<file path="config.mk">
export PLATFORM = sky130hd
export DESIGN_NAME = dst_addr_filter
export DESIGN_NICKNAME = d
export VERILOG_FILES = /design/src/rtl/addr_filt_pkg.sv /design/src/rtl/dst_crc_accum.sv /design/src/rtl/dst_tracker.sv /design/src/rtl/dst_decide.sv /design/src/rtl/dst_addr_filter.sv
export SDC_FILE = /design/constraint.sdc
export NUM_CORES = 1
export LEC_CHECK = 0
export BUFFER_PORTS_ARGS = -buffer_cell sky130_fd_sc_hd__buf_4
export CAP_MARGIN = 20
export CELL_PAD_IN_SITES_DETAIL_PLACEMENT = 0
export CELL_PAD_IN_SITES_GLOBAL_PLACEMENT = 1
export CORE_MARGIN = 2
export CORE_UTILIZATION = 39
export CTS_BUF_LIST = sky130_fd_sc_hd__clkbuf_8
export DETAILED_ROUTE_END_ITERATION = 8
export HOLD_SLACK_MARGIN = 0.15
export PLACE_DENSITY_LB_ADDON = 0.1
export SYNTH_ARGS = -nofsm -noshare
export SYNTH_HDL_FRONTEND = slang
export SYNTH_SLANG_ARGS = --single-unit
</file>
<file path="constraint.sdc">
create_clock -name clk -period 3.05 [get_ports clk]
set_clock_uncertainty 0.1 [all_clocks]
set_input_delay 0.305 -clock clk [delete_from_list [all_inputs] [get_ports clk]]
set_output_delay 0.305 -clock clk [all_outputs]
set_load 0.005 [all_outputs]
</file>
<file path="src/rtl/addr_filt_pkg.sv">
package addr_filt_pkg;

    localparam int OCTET_W    = 8;
    localparam int CRC_W      = 32;
    localparam int BIN_IDX_W  = 6;
    localparam int HASH_WORD_W = 32;
    localparam logic [CRC_W-1:0] CRC_POLY = 32'h04C11DB7;

    typedef enum logic [1:0] {
        DST_UNI   = 2'd0,
        DST_GRP   = 2'd1,
        DST_BCAST = 2'd2
    } dst_kind_e;

    typedef struct packed {
        logic promisc;
        logic bcast_block;
    } mode_cfg_t;

    typedef struct packed {
        logic      accept;
        dst_kind_e kind;
    } verdict_t;

    // Advance the CRC by one byte, least significant data bit first.
    function automatic logic [CRC_W-1:0] crc_step(input logic [CRC_W-1:0] c,
                                                  input logic [OCTET_W-1:0] d);
        logic [CRC_W-1:0] r;
        r = c;
        for (int b = 0; b < OCTET_W; b++) begin
            if (r[CRC_W-1] ^ d[b])
                r = (r << 1) ^ CRC_POLY;
            else
                r = r << 1;
        end
        return r;
    endfunction

endpackage

</file>
<file path="src/rtl/dst_crc_accum.sv">
module dst_crc_accum
    import addr_filt_pkg::*;
(
    input  logic               clk,
    input  logic               rst,
    input  logic               start,
    input  logic               take,
    input  logic [OCTET_W-1:0] data,
    output logic [CRC_W-1:0]   crc_nx
);
    logic [CRC_W-1:0] crc_q;
    logic [CRC_W-1:0] seed;

    always_comb begin
        seed   = start ? '1 : crc_q;
        crc_nx = crc_step(seed, data);
    end

    always_ff @(posedge clk) begin
        if (rst)
            crc_q <= '1;
        else if (take)
            crc_q <= crc_nx;
    end
endmodule

</file>
<file path="src/rtl/dst_tracker.sv">
module dst_tracker
    import addr_filt_pkg::*;
#(
    parameter int ADDR_BYTES = 6
) (
    input  logic                          clk,
    input  logic                          rst,
    input  logic                          byte_vld,
    input  logic                          sof,
    input  logic [OCTET_W-1:0]            data,
    input  logic [ADDR_BYTES*OCTET_W-1:0] sta,
    output logic                          start,
    output logic                          take,
    output logic                          last,
    output logic                          eq_nx,
    output logic                          ones_nx,
    output logic                          grp_nx
);
    localparam int POS_W = $clog2(ADDR_BYTES + 1);
    localparam logic [POS_W-1:0] IDLE_POS = POS_W'(ADDR_BYTES);
    localparam logic [POS_W-1:0] LAST_POS = POS_W'(ADDR_BYTES - 1);

    logic [OCTET_W-1:0] sta_b [ADDR_BYTES];
    logic [POS_W-1:0]   pos_q, cur_pos;
    logic               eq_q, ones_q, grp_q;

    // Byte 0 (first on the wire) is the most significant byte of sta.
    for (genvar g = 0; g < ADDR_BYTES; g++) begin : g_sta_split
        assign sta_b[g] = sta[OCTET_W*(ADDR_BYTES-1-g) +: OCTET_W];
    end

    always_comb begin
        start   = byte_vld && sof;
        take    = byte_vld && (sof || (pos_q != IDLE_POS));
        cur_pos = sof ? '0 : pos_q;
        last    = take && (cur_pos == LAST_POS);
        eq_nx   = (start ? 1'b1 : eq_q) && (data == sta_b[cur_pos]);
        ones_nx = (start ? 1'b1 : ones_q) && (&data);
        grp_nx  = start ? data[0] : grp_q;
    end

    always_ff @(posedge clk) begin
        if (rst) begin
            pos_q  <= IDLE_POS;
            eq_q   <= 1'b0;
            ones_q <= 1'b0;
            grp_q  <= 1'b0;
        end else if (take) begin
            pos_q  <= cur_pos + 1'b1;
            eq_q   <= eq_nx;
            ones_q <= ones_nx;
            grp_q  <= grp_nx;
        end
    end

    p_pos_range_r9: assert property (@(posedge clk) disable iff (rst)
        pos_q <= IDLE_POS)
        else $error("p_pos_range_r9: byte position out of range");

    p_restart_r9: assert property (@(posedge clk) disable iff (rst)
        start |=> (pos_q == POS_W'(1)))
        else $error("p_restart_r9: start marker did not restart collection");
endmodule

</file>
<file path="src/rtl/dst_decide.sv">
module dst_decide
    import addr_filt_pkg::*;
(
    input  logic                   clk,
    input  logic                   rst,
    input  logic                   last,
    input  logic                   eq,
    input  logic                   ones,
    input  logic                   grp,
    input  logic [CRC_W-1:0]       crc,
    input  mode_cfg_t              mode,
    input  logic [HASH_WORD_W-1:0] hash_lo,
    input  logic [HASH_WORD_W-1:0] hash_hi,
    output logic                   dec_vld,
    output verdict_t               verdict
);
    localparam int SEL_W = BIN_IDX_W - 1;

    logic [BIN_IDX_W-1:0] bin;
    logic                 bin_hit;
    verdict_t             v_nx;

    always_comb begin
        bin     = crc[CRC_W-1 -: BIN_IDX_W];
        bin_hit = bin[BIN_IDX_W-1] ? hash_hi[bin[SEL_W-1:0]] : hash_lo[bin[SEL_W-1:0]];
        if (ones)
            v_nx.kind = DST_BCAST;
        else if (grp)
            v_nx.kind = DST_GRP;
        else
            v_nx.kind = DST_UNI;
        unique case (v_nx.kind)
            DST_BCAST: v_nx.accept = !mode.bcast_block;
            DST_GRP:   v_nx.accept = bin_hit;
            default:   v_nx.accept = eq;
        endcase
        if (mode.promisc)
            v_nx.accept = 1'b1;
    end

    always_ff @(posedge clk) begin
        if (rst) begin
            dec_vld <= 1'b0;
            verdict <= '{accept: 1'b0, kind: DST_UNI};
        end else begin
            dec_vld <= last;
            if (last)
                verdict <= v_nx;
        end
    end
endmodule

</file>
<file path="src/rtl/dst_addr_filter.sv">
module dst_addr_filter
    import addr_filt_pkg::*;
#(
    parameter int ADDR_BYTES = 6
) (
    input  logic        clk,
    input  logic        rst,
    input  logic        rx_byte_vld,
    input  logic        rx_sof,
    input  logic [7:0]  rx_byte,
    input  logic        cfg_promisc,
    input  logic        cfg_bcast_reject,
    input  logic [31:0] cfg_sta_lo,
    input  logic [15:0] cfg_sta_hi,
    input  logic [31:0] cfg_hash_lo,
    input  logic [31:0] cfg_hash_hi,
    output logic        dec_vld,
    output logic        dec_accept,
    output logic [1:0]  dec_class
);
    logic             t_start, t_take, t_last, t_eq, t_ones, t_grp;
    logic [CRC_W-1:0] crc_nx;
    mode_cfg_t        mode;
    verdict_t         verdict;

    assign mode = '{promisc: cfg_promisc, bcast_block: cfg_bcast_reject};

    dst_tracker #(.ADDR_BYTES(ADDR_BYTES)) u_trk (
        .clk     (clk),
        .rst     (rst),
        .byte_vld(rx_byte_vld),
        .sof     (rx_sof),
        .data    (rx_byte),
        .sta     ({cfg_sta_hi, cfg_sta_lo}),
        .start   (t_start),
        .take    (t_take),
        .last    (t_last),
        .eq_nx   (t_eq),
        .ones_nx (t_ones),
        .grp_nx  (t_grp)
    );

    dst_crc_accum u_crc (
        .clk   (clk),
        .rst   (rst),
        .start (t_start),
        .take  (t_take),
        .data  (rx_byte),
        .crc_nx(crc_nx)
    );

    dst_decide u_dec (
        .clk    (clk),
        .rst    (rst),
        .last   (t_last),
        .eq     (t_eq),
        .ones   (t_ones),
        .grp    (t_grp),
        .crc    (crc_nx),
        .mode   (mode),
        .hash_lo(cfg_hash_lo),
        .hash_hi(cfg_hash_hi),
        .dec_vld(dec_vld),
        .verdict(verdict)
    );

    assign dec_accept = verdict.accept;
    assign dec_class  = verdict.kind;

    p_latency_r2: assert property (@(posedge clk) disable iff (rst)
        t_last |=> dec_vld)
        else $error("p_latency_r2: no decision after sixth byte");

    p_no_spurious_r2: assert property (@(posedge clk) disable iff (rst)
        dec_vld |-> $past(t_last))
        else $error("p_no_spurious_r2: decision without sixth byte");

    p_single_pulse_r9: assert property (@(posedge clk) disable iff (rst)
        dec_vld |=> !dec_vld)
        else $error("p_single_pulse_r9: decision strobe longer than one cycle");

    p_class_legal_r5: assert property (@(posedge clk) disable iff (rst)
        dec_vld |-> (dec_class != 2'd3))
        else $error("p_class_legal_r5: illegal class code");

    p_promisc_r8: assert property (@(posedge clk) disable iff (rst)
        (dec_vld && $past(cfg_promisc)) |-> dec_accept)
        else $error("p_promisc_r8: promiscuous frame rejected");

    p_bcast_block_r4: assert property (@(posedge clk) disable iff (rst)
        (dec_vld && dec_class == 2'd2 && $past(cfg_bcast_reject) && !$past(cfg_promisc))
            |-> !dec_accept)
        else $error("p_bcast_block_r4: blocked broadcast accepted");

    p_hash_full_r7: assert property (@(posedge clk) disable iff (rst)
        (dec_vld && dec_class == 2'd1 && $past(&{cfg_hash_hi, cfg_hash_lo})) |-> dec_accept)
        else $error("p_hash_full_r7: multicast rejected with full hash");
endmodule

</file>
==> reports/results.env <==
RUN_STATUS='complete, no violations'
CRITICAL_PATH.MAX_FANOUT=8
DRC=0
MAXCAPVIOLATIONS=0
VIAS_IN_THE_FIRST_GLOBAL_ROUTE=3744
CTS_TREE='built'
SYNTH.YOSYS.WARNINGS=0
DPL.HPWL_UM=9300
SYNTHFLOPTYPE='sky130_fd_sc_hd__dfxtp_1'
CRITICALPATHCATEGORY='reg2reg'
AREA_OF_THE_CORE_SQ_UM=9860
CP_NUM_BUF_INV=0
FINAL_MAX_SLEW_VIOL_COUNT=0
CRITICAL_PATH.ENDPOINT_TYPE='flip-flop'
CTS_INSERTED_BUFFERS=5
P_COMB_FRAC=0.663
INTERNAL_POWER_W=0.00199
PORT-BUFFER-COUNT=129
AVGSYNTHCELLAREA_SQ_UM=8.35
FINAL_CORE_UTILIZATION=0.539
PIN_COUNT=130
HOLD_CLASS='in2reg'
IR_WORST_VDD_mV=0.249
STD_CELL_ROWS=36
PERIOD_SHARE=0.937
POST_SYNTH_CELL_TYPES=58
POWER.SEQUENTIAL.FRACTION=0.207
AREA.GROWTH.SYNTH_TO_FINAL_PCT=32.9
HOLD_VIOL=0
DIE_H_UM=105
YOSYSTOPAREACELL='sky130_fd_sc_hd__dfxtp_1'
ROUTE.ANTENNA.REMAINING_NETS=0
FINAL-SETUP-VIOL-COUNT=0
P_LEAK_nW=2.28
CLOCK_INSERTION_DELAY_WORST_SKEW_PS=290
POST_SYNTH_MAIN_AREA_CONTRIBUTORS='sky130_fd_sc_hd__dfxtp_1 21%, sky130_fd_sc_hd__xnor2_1 13%, sky130_fd_sc_hd__a211o_1 7.2%, sky130_fd_sc_hd__nor2_1 6.8%, sky130_fd_sc_hd__xor2_1 6.1%'
DR.FIRST_ITER.DRC_COUNT=163
GRT_USE_TOTAL=0.214
CRITICAL_PATH.STARTPOINT_TYPE='flip-flop'
ANTENNA_FOUND_INITIAL=0
CP_DATA_REQUIRED_TIME_PS=3170
ROUTED_WIRE_LENGTH_PER_INSTANCE_UM=16.2
DRTPASS1ITERATIONS=4
TIMING.MAX_SLEW.REL_SLACK=0.571
SYNTHESIS.NETS=607
VIAS_PER_CELL=5.26
DIODES=0
CPPEAKSTAGEDELAY_PS=490
FINAL_CELL_MIX='158 x sky130_fd_sc_hd__buf_4, 72 x sky130_fd_sc_hd__nor2_1, 60 x sky130_fd_sc_hd__xnor2_1, 42 x sky130_fd_sc_hd__dfxtp_1, 33 x sky130_fd_sc_hd__a211o_1'
CTS_HOLD_REPAIR.BUFFERS=0
LAYOUT_COMMONEST_CELL='sky130_fd_sc_hd__buf_4'
AREA_SHARE_OF_THE_LARGEST_CELL_TYPE_AFTER_SYNTHESIS=0.210
HIGHEST_DELAY_CELL_ALONG_THE_CRITICAL_PATH='sky130_fd_sc_hd__dfxtp_1'
CRITPATHTOPFAMILY='simple AND/OR/NAND/NOR gates'
POWER.SHARE.SWITCHING=0.420
FIN_CRIT_PS=2860
SYN-INSTANCE-COUNT=479
DR_TOTAL_VIAS=3890
SUMMED_INSTANCE_AREA_OF_THE_SYNTHESIZED_NETLIST_SQ_UM=4000
YOSYS_REGISTER_BITS=42
CELLPOWERDENSITY_nW_PER_UM2=645
N_FILL_CELL=997
CTS-ROOT-TO-SINK-BUFFERS=2
CRIT_PATH_CELL_TRACE='xnor2_1, nor2_2, xnor2_4, xnor2_2, a211oi_1, a2111oi_0, or4_1, or4b_1, o211ai_2'
DIE-WIDTH_UM=105
POWER.SWITCHING_W=0.00144
DIE_AREA_SQ_UM=11100
GRT_FIRST_PASS_WIRELENGTH_UM=19300
CLOCK-SINKS=42
ROUTE.FINAL.WIRE_LENGTH_UM=12000
TIMING_WORST_SLEW_PIN_VALUE_PS=639
NETS=734
CTS_POST_SETUP_BUFFERS_INSERTED=0
OVERFLOW=0
SYNTH_EDF_COUNT=0
CLKPWRFRAC=0.129
GLOBALPLACE.CONGESTION=0.851
FIN_TNS_SETUP_PS=0
MAX_FREQ_MHz=350
SEQ_AREA_FRAC_SYNTH=0.210
SYNTHARSTFLOPSHARE=0
CTS_MAX_LEVEL=2
GRT_MAX_DEGREE=68
SHARE_OF_FINAL_LAYOUT_STANDARD_CELLS_STRONGER_THAN_DRIVE_STRENGTH_1=0.321
CTS.REPORTEDPATHS.CLKPINSLEW_PS=90
CLOCK_ROOT_CELL='sky130_fd_sc_hd__clkbuf_8'
CRIT_ARRIVAL_PS=2980
START_UTIL=0.406
RSZ0062_AT_GRT='no'
cell usage after synthesis (all sizes together) (2+ instances only):
cell and count:
a21oi 18, nand3 4, o21ai 7, nand2 25, buf 19, mux2 3, a2111oi 3, or3 3
a21boi 2, a22oi 6, a311oi 4, nor2b 7, o32ai 4, xnor2 70, o21bai 2, and2 3
nor3 2, nand2b 4, and3 8, nand4 3, a211o 33, o22a 6, clkbuf 21, o22ai 5
o2111ai 2, nor2 75, ha 2, a31oi 2, mux2i 22, dfxtp 42, a211oi 13, nor4 4
xor2 32, inv 6, mux4 3
cell type report:
type                       instances  area [sq um]  share of cell area
multi-input combinational        391          2950               0.555
timing repair buffer             160          1230               0.231
sequential                        42           841               0.158
tap                              133           166              0.0313
clock buffer                       5          68.8              0.0129
clock inverter                     3          41.3             0.00777
inverter                           6          22.5             0.00424
cell families (layout without fill, tap and decap cells):
group,Yosys count,in the layout,share of synthesized area
AO/OA/AOI/OAI,116,116,0.221
flip-flops,42,42,0.210
buffers and inverters,46,174,0.0566
XOR/XNOR,102,102,0.258
multiplexers,28,28,0.0804
adder cells (fa/ha/maj),2,2,0.00625
AND/OR/NAND/NOR,143,143,0.168
through the flow:
step	hold slack [ps]	instance area (sq um)	std cells	power, W	worst slack (ps)
5_1_grt	316	5320	740	0.00368	11.1
3_3_place_gp	344	5200	732	0.00299	113
2_1_floorplan	336	4000	479	0.00239	298
3_5_place_dp	350	5200	732	0.00298	4.19
6_report	310	5320	740	0.00343	192
4_1_cts	316	5310	740	0.00344	26.1
state kept, by name, summed over array words and instances, names as in the netlist:
register       count
u_trk.grp_q        1
u_trk.pos_q        3
u_crc.crc_q       32
u_trk.ones_q       1
u_trk.eq_q         1
u_dec.verdict      3
u_dec.dec_vld      1
worst min-delay path, cell delays in order:
cell and delay [ps]:
sky130_fd_sc_hd__buf_4 80, sky130_fd_sc_hd__a211oi_1 30, sky130_fd_sc_hd__a21bo_2 190, sky130_fd_sc_hd__o211ai_2 60
metal layers:
layer | track usage | wire, um
met4 | 0.0305 | 87
met1 | 0.288 | 5470
met2 | 0.369 | 5850
met5 | 0 | 0
met3 | 0.0309 | 608
power groups by stage:
stage,clock network [W],logic (W),registers [W]
6_report,0.000444,0.00228,0.000711
3_3_place_gp,0,0.00227,0.000720
4_1_cts,0.000453,0.00228,0.000710
3_5_place_dp,0,0.00226,0.000723
2_1_floorplan,0,0.00170,0.000695
5_1_grt,0.000474,0.00248,0.000723
final timing paths:
| check | slack (ps) | end | from | cells after the start |
|---|---|---|---|---|
| worst max-delay path | 190 | u_dec.verdict[2] | u_crc.crc_q[30] | 9 |
| worst min-delay path | 310 | u_dec.verdict[2] | cfg_promisc | 4 |
| worst max register to register | 190 | u_dec.verdict[2] | u_crc.crc_q[30] | 9 |
| worst min register to register | 370 | u_crc.crc_q[3] | u_crc.crc_q[3] | 1 |
timing repair:
action,in CTS,in global routing
gates resized for setup,0,1
setup endpoints to repair,0,1
hold endpoints to repair,0,0
No activity file was read; power rests on OpenSTA's default activity.
